<file path="config.mk">
export PLATFORM = sky130hd
export DESIGN_NAME = addr_window_decoder
export DESIGN_NICKNAME = d
export VERILOG_FILES = /design/src/rtl/addr_window_decoder.sv
export SDC_FILE = /design/constraint.sdc
export NUM_CORES = 1
export LEC_CHECK = 0
export BUFFER_PORTS_ARGS = -buffer_cell sky130_fd_sc_hd__buf_2
export CAP_MARGIN = 20
export CELL_PAD_IN_SITES_DETAIL_PLACEMENT = 1
export CELL_PAD_IN_SITES_GLOBAL_PLACEMENT = 1
export CORE_UTILIZATION = 40
export DETAILED_ROUTE_END_ITERATION = 8
export PLACE_DENSITY_LB_ADDON = 0.1
export SYNTH_ARGS = -nofsm -noshare
export SYNTH_HDL_FRONTEND = slang
export SYNTH_SLANG_ARGS = --single-unit
</file>
<file path="constraint.sdc">
create_clock -name clk -period 2.4 [get_ports clk]
set_input_delay 0 -clock clk [delete_from_list [all_inputs] [get_ports clk]]
set_output_delay 0 -clock clk [all_outputs]
set_load 0.01 [all_outputs]
</file>
<file path="src/rtl/addr_window_decoder.sv">
module addr_window_decoder #(
  parameter int NUM_IMG     = 4,
  parameter int DEC_BITS    = 20,
  parameter int WAIT_STATES = 1,
  parameter bit XLAT_IMPL   = 1'b1,
  parameter logic [NUM_IMG*DEC_BITS-1:0] BASE_RST = '0,
  parameter logic [NUM_IMG*DEC_BITS-1:0] MASK_RST = '0,
  parameter logic [NUM_IMG*DEC_BITS-1:0] XLAT_RST = '0,
  parameter logic [NUM_IMG-1:0]          XEN_RST  = '0,
  parameter logic [NUM_IMG-1:0]          SPC_RST  = '0,
  localparam int IW = (NUM_IMG > 1) ? $clog2(NUM_IMG) : 1
) (
  input  logic               clk,
  input  logic               rst_n,
  input  logic               reg_we,
  input  logic [IW-1:0]      reg_img,
  input  logic [1:0]         reg_sel,
  input  logic [31:0]        reg_wdata,
  input  logic               acc_strobe,
  input  logic [31:0]        acc_addr,
  input  logic               acc_io,
  output logic [NUM_IMG-1:0] hit,
  output logic [31:0]        out_addr
);
  localparam int DB = DEC_BITS;
  localparam logic [DB-1:0] LOW1 = DB'(1);

  logic [DB-1:0] base_q [NUM_IMG];
  logic [DB-1:0] mask_q [NUM_IMG];
  logic [DB-1:0] xlat_q [NUM_IMG];
  logic [NUM_IMG-1:0] xen_q, spc_q;

  logic [DB-1:0] a_hi;
  logic [DB-1:0] em   [NUM_IMG];
  logic [DB-1:0] xl   [NUM_IMG];
  logic [NUM_IMG-1:0] match;
  logic [NUM_IMG-1:0] dec_hit;
  logic [31:0] dec_addr;

  logic               active, done;
  logic [1:0]         cnt;
  logic [NUM_IMG-1:0] pend_hit;
  logic [31:0]        pend_addr;

  assign a_hi = acc_addr[31 -: DB];

  always_ff @(posedge clk or negedge rst_n) begin
    if (!rst_n) begin
      for (int i = 0; i < NUM_IMG; i++) begin
        base_q[i] <= BASE_RST[i*DB +: DB];
        mask_q[i] <= MASK_RST[i*DB +: DB];
        xlat_q[i] <= XLAT_RST[i*DB +: DB];
      end
      xen_q <= XEN_RST;
      spc_q <= SPC_RST;
    end else if (reg_we && (32'(reg_img) < NUM_IMG)) begin
      case (reg_sel)
        2'd0: base_q[reg_img] <= reg_wdata[31 -: DB];
        2'd1: mask_q[reg_img] <= reg_wdata[31 -: DB];
        2'd2: xlat_q[reg_img] <= reg_wdata[31 -: DB];
        default: begin
          xen_q[reg_img] <= reg_wdata[0];
          spc_q[reg_img] <= reg_wdata[1];
        end
      endcase
    end
  end

  for (genvar g = 0; g < NUM_IMG; g++) begin : g_img
    assign em[g]    = spc_q[g] ? mask_q[g] : (mask_q[g] & ~LOW1);
    assign match[g] = (|mask_q[g]) && (spc_q[g] == acc_io) &&
                      (((a_hi ^ base_q[g]) & em[g]) == '0);
    assign xl[g]    = (XLAT_IMPL && xen_q[g]) ? ((a_hi & ~em[g]) | (xlat_q[g] & em[g])) : a_hi;
  end

  always_comb begin
    dec_hit  = '0;
    dec_addr = acc_addr;
    for (int i = NUM_IMG - 1; i >= 0; i--) begin
      if (match[i]) begin
        dec_hit           = '0;
        dec_hit[i]        = 1'b1;
        dec_addr[31 -: DB] = xl[i];
      end
    end
  end

  always_ff @(posedge clk or negedge rst_n) begin
    if (!rst_n) begin
      active    <= 1'b0;
      done      <= 1'b0;
      cnt       <= '0;
      pend_hit  <= '0;
      pend_addr <= '0;
      hit       <= '0;
      out_addr  <= '0;
    end else if (!acc_strobe) begin
      active   <= 1'b0;
      done     <= 1'b0;
      cnt      <= '0;
      hit      <= '0;
      out_addr <= '0;
    end else if (!active) begin
      active    <= 1'b1;
      cnt       <= 2'd1;
      pend_hit  <= dec_hit;
      pend_addr <= dec_addr;
    end else if (!done) begin
      if (cnt == 2'(WAIT_STATES)) begin
        hit      <= pend_hit;
        out_addr <= pend_addr;
        done     <= 1'b1;
      end else begin
        cnt <= cnt + 2'd1;
      end
    end
  end
endmodule


</file>
### After elaboration in Yosys (flattened, before gate mapping)

Index checks and enable logic that the tools add are counted.

| operators by class | value |
|---|---|
| $add $sub $neg | 1 |
| muxes and demuxes | 42 |
| equal/unequal tests | 12 |
| magnitude comparators | 4 |
| bitwise operators | 27 |
| reductions and logical operators | 27 |

Operator list:

| kind | number |
|---|---|
| 20-bit AND | 12 |
| 80-bit bitwise mux | 3 |
| 20-bit two-way mux | 9 |
| 32-bit two-way mux | 4 |
| 20-bit zero test | 4 |
| 20-bit inverter | 4 |
| 20-bit OR | 4 |
| 20-bit OR reduction | 4 |
| 20-bit bitwise XOR | 4 |
| 20-bit demux with 2-bit select | 1 |
| 4-bit two-way mux | 8 |
| 2-bit AND reduction | 6 |
| 1-bit logical AND | 10 |
| 1-bit two-way mux | 10 |
| 4-bit bitwise mux | 2 |
| 2-bit two-way mux | 4 |
| 3-bit inequality test, second input constant | 2 |
| 1-bit == test | 4 |
| 2-bit by 1-bit == test with 1-bit output, second input constant | 2 |
| 2-bit by 1-bit inequality test with 1-bit output, second input constant | 2 |
| 3-bit >= comparator, second input constant | 1 |
| 2-bit by 3-bit < comparator with 1-bit output, second input constant | 1 |
| 3-bit by 1-bit < comparator with 1-bit output, second input constant | 1 |
| 2-bit inverter with 3-bit output | 1 |
| 9 further kinds | 10 |

| word-level totals | value |
|---|---|
| logic and storage cells | 134 |
| input bits | 73 |
| register bits | 324 |

### Depth between registers and ports, before layout

| logic depth | value |
|---|---|
| depth after elaboration | 9 |
| mapped depth | 11 |
| mapped depth without buffers | 7 |

### Least setup slack after synthesis

OpenSTA, ideal clock, no wires.

| timing path | value |
|---|---|
| path kind | reg-to-reg |
| start point | register base_q[41] (netlist name) |
| end point | register pend_addr[30] |
| slack | 0.207 ns |
| data required time | 2.274 ns |
| data arrival time | 2.068 ns |
| path buffers | 3 |
| stages on the path, launching flop included | 11 |
| clock period less this slack | 2.193 ns |
| path through | dfrtp_1 > xor2_1 > a222oi_1 > nand3_1 > or4_1 > clkbuf_1 > and2_1 > buf_6 > buf_6 > nand2_1 > a31oi_1 |

| between the ends | value |
|---|---|
| word-level cells in the longest chain between the ends | 6 |

Ends and longest elaborated chain:

| what | RTL line | text |
|---|---|---|
| start, declared | 28 | `logic [DB-1:0] base_q [NUM_IMG];` |
| start signal, assigned by index | 50 | `base_q[i] <= BASE_RST[i*DB +: DB];` |
| start signal, assigned by index | 58 | `2'd0: base_q[reg_img] <= reg_wdata[31 -: DB];` |
| 20-bit bitwise XOR | 72 | `(((a_hi ^ base_q[g]) & em[g]) == '0);` |
| 20-bit AND | 72 |  |
| 20-bit zero test | 72 |  |
| 1-bit logical AND | 71 | `assign match[g] = (\|mask_q[g]) && (spc_q[g] == acc_io) &&` |
| 20-bit two-way mux (2 in series) | 80 | `if (match[i]) begin` |
| end signal, assigned | 107 | `pend_addr <= dec_addr;` |
| end, declared | 43 | `logic [31:0] pend_addr;` |

Every way passes these cells.
A chain may end at the register's enable or synchronous reset.

### Worst setup path in the final report

| timing path | value |
|---|---|
| start point | register spc_q[1] |
| end point | register pend_addr[14] |

| between the ends | value |
|---|---|
| word-level cells in the longest chain between the ends | 6 |
| elaborated cells on any way between the ends | 8 |
| classes of those cells | eq/ne (1); mux (3); bitwise (1); reduce/logical (3) |

Ends and longest elaborated chain:

| what | RTL line | text |
|---|---|---|
| start, declared | 31 | `logic [NUM_IMG-1:0] xen_q, spc_q;` |
| start signal, assigned by index | 63 | `spc_q[reg_img] <= reg_wdata[1];` |
| 1-bit two-way mux | 70 | `assign em[g] = spc_q[g] ? mask_q[g] : (mask_q[g] & ~LOW1);` |
| 20-bit AND | 72 |  |
| 20-bit zero test | 72 |  |
| 1-bit logical AND * | 71 |  |
| 20-bit two-way mux * (2 in series) | 80 |  |

Mark *: on every way between the ends. The rest lies on a longest branch, timed or not.

==> reports/results.ini <==
[status]
status = finished, final reports clean

[placement]
numPortBuffers = 98
post-dp-hpwl_um = 37030
post-place-ws_ps = -156.5
place_congestion = 0.8491

[critical_path]
crit_required_ps = 2830
critPathBufInv = 2
critical-path-top-delay-family = simple AND/OR/NAND/NOR gates
start_kind = flop
arrival_ps = 2810
cp_max_fo = 8
critPathCaptureType = flop
crit_type = flop to flop
path_cells = xor2_1 -> a21oi_2 -> nand3_1 -> or4_4 -> o41ai_4 -> buf_4 -> buf_8 -> a21o_1 -> a31oi_1
critPathMaxStageDelay_ps = 600
crit_slowest_cell = or4_4

[timing]
rsz0062_at_grt = yes
clock.fmax_mhz = 420.1
slew-limit-headroom_pct = 46.77
period_share_pct = 99.18
finalWorstPathRequiredPeriod_ps = 2380
finalClockSkew_ps = 26.20
setup_viol = 0
whs_ps = 21.20
setup_ws_ps = 19.76
maxSlewViolCount = 0
report.final.hold_viol_count = 0
worst_slew_pin_slew_ps = 798.5

[yosys]
yosysWarnings = 0
synthTopCellsByArea = dfrtp_1 52%, mux2_2 19%, nand2_1 5.2%, xor2_1 4.7%, mux2i_1 3.8%
synth_nets = 1424
ys_seq_area_share_pct = 52.09
synth_area_per_cell_sq_um = 11.53
async_flop_share_pct = 100.0
synthCells = 1350
yosysTopAreaCell = dfrtp_1
yosys.area.top_type_share_pct = 52.09
ys.flop_type = dfrtp_1
syn_area_sq_um = 15560
synth_edf_count = 0
synth_cell_types = 42
ys_seq_elements = 324

[flow_run]
cap_violations = 0

[floorplanning]
ioPinCount = 109
start_util_pct = 40.94
core_area_sq_um = 38020
fp.dieArea_sq_um = 39700
rows = 71
dieHeight_um = 199.3
die_w_um = 199.3

[cts]
cts_root_buf = clkbuf_16
numCtsBuffers = 39
cts_tree = built
clk_latency_ps = 550
htree_levels = 2
cts_sinks = 324
max-clock-path-buffers = 3
path_clk_slew_ps = 60

[global_routing]
grt_pass1_vias = 12060
grt_util_all_layers_pct = 26.61
grt_pass1_wl_um = 77180
grt_max_degree = 70
grt_overflow_total = 0
antenna_found_initial = 0

[power]
power.total_mw = 17.48
p_leak_nw = 8.683
switching_power_mw = 5.472
power.internal_mw = 12.01
peakVddDrop_uv = 596.3
switching_share_pct = 31.31
combPwrFrac_pct = 23.0
seq_power_share_pct = 43.5
p_per_area_nw_per_um2 = 906.3
clockPowerShare_pct = 33.5

[cells_and_area]
nNetsFinal = 1598
drive_above_1_share_pct = 38.38
multi_input_area_sq_um = 7466
register_area_sq_um = 8110
num-fill-cells = 4031
diodes = 0
area_growth_pct = 23.90

[drt]
avgRoutedWirePerCell_um = 24.97
drc_errors = 0
dr.pass1.iters = 5
vias_per_cell = 5.474
vias = 11300
drtIter0Drc = 651
ant_nets = 0
routed_wl_um = 51540

[min_path]
hold_path_class = primary input to asynchronous set/reset pin

==> per-stage QoR <==
stage / cell area (sq um) / cells / util (%) / TNS (ps)
after floorplan: 15560 / 1350 / - / 0
after global placement: 17200 / 1961 / 45.23 / -142.0
after detailed placement: 17200 / 1961 / 45.23 / -345.4
after CTS: 18880 / 2067 / 49.65 / 0
after global routing: 19280 / 2064 / 50.72 / -628.8
final: 19280 / 2064 / 50.72 / 0
==> metal layers <==
layer	GRT usage, %	routed length [um]	vias up
li1	-	-	5085
met1	37.91	24020	5872
met2	42.13	23940	274
met3	3.241	2250	67
met4	8.262	1328	0
met5	0	0	-
==> power groups by stage <==
stage / Clock, mW / Sequential, mW / Combinational (mW)
2_1_floorplan: 0 / 7.28 / 2.28
3_3_place_gp: 0 / 7.62 / 3.41
3_5_place_dp: 0 / 7.67 / 3.50
4_1_cts: 5.99 / 7.58 / 3.60
5_1_grt: 6.19 / 7.74 / 4.33
6_report: 5.86 / 7.60 / 4.02
==> cell families after synthesis <==
group | share of synthesized area [%]
adder cells (fa/ha/maj) | 0.08037
AO/OA/AOI/OAI | 7.323
XOR/XNOR | 4.783
multiplexers | 23.11
AND/OR/NAND/NOR | 9.719
buffers and inverters | 2.894
flip-flops | 52.09
==> flip-flops by register name (all words and copies together), names as in the netlist <==
register	flops
base_q	80
mask_q	80
xlat_q	80
out_addr	32
pend_addr	32
hit	4
pend_hit	4
spc_q	4
xen_q	4
cnt	2
active	1
done	1
==> path summary, 6_finish.rpt <==
check / to / from / slack, ps / cells after the start
min reg2reg: pend_hit[0]$_DFFE_PN0P_ / pend_hit[0]$_DFFE_PN0P_ / 480 / 2
max in group asynchronous: mask_q[31]$_DFFE_PN0P_ / rst_n / 1560 / 3
min: mask_q[66]$_DFFE_PN0P_ / rst_n / 20 / 2
max reg2reg: pend_addr[14]$_DFFE_PN0P_ / spc_q[1]$_DFFE_PN0P_ / 20 / 9
min in group clk: base_q[37]$_DFFE_PN0P_ / reg_wdata[29] / 40 / 2
max: pend_addr[14]$_DFFE_PN0P_ / spc_q[1]$_DFFE_PN0P_ / 20 / 9
==> repair_timing <==
action                                  CTS  global route
endpoints found under the setup margin   11            19
resized for setup                         9            68
cloned                                    0             2
hold buffers                             36             0
hold endpoints to repair                551             0
pin swaps                                 1            43
buffers inserted                          0             4
==> final cells by class <==
| cell class | count | area share (%) |
|---|---|---|
| flip-flops and latches | 324 | 42.06 |
| multi-input cells | 918 | 38.71 |
| repair buffers | 240 | 9.323 |
| clock buffers | 63 | 6.371 |
| well taps | 511 | 3.315 |
| clock inverters | 7 | 0.2011 |
| inverters | 1 | 0.01946 |
==> synth_stat cells (2+ instances only) <==
master	instances
a21o_1	2
or2_2	13
a32oi_1	4
a222oi_1	4
o21a_1	19
a22oi_1	28
or3_1	2
nand4_1	4
a31oi_1	20
or4_1	2
xor2_1	84
mux2i_1	59
nor2b_1	4
mux2_2	267
or2_1	6
nor4_1	39
buf_1	9
nand3_1	18
clkbuf_1	84
buf_6	4
o41ai_1	2
dfrtp_1	324
a21boi_0	37
o31ai_1	4
nand2b_1	6
buf_2	9
a21oi_1	43
nand3b_1	2
nor2_1	22
nand2_1	217
==> cell usage in the layout, fill, tap and decap left out, types with 5 or more instances in the layout <==
cell type      count
a31oi_1           17
a21oi_1           41
or2_2              7
nor4_4            17
xor2_1            84
nor4_1            19
buf_12             7
o21a_1            19
clkbuf_16         43
or2_1              5
nand3_1           16
a22oi_1           24
mux2i_1           54
clkbuf_1          10
buf_4             93
clkinv_2           6
mux2_2           267
dlygate4sd3_1     36
clkbuf_8          12
nor2_2             6
or2_4              7
nand2_1          217
a21boi_0          37
nand2b_1           5
nor2_1            14
dfrtp_1          322
buf_2             97
No activity file was read; power rests on OpenSTA's default activity.
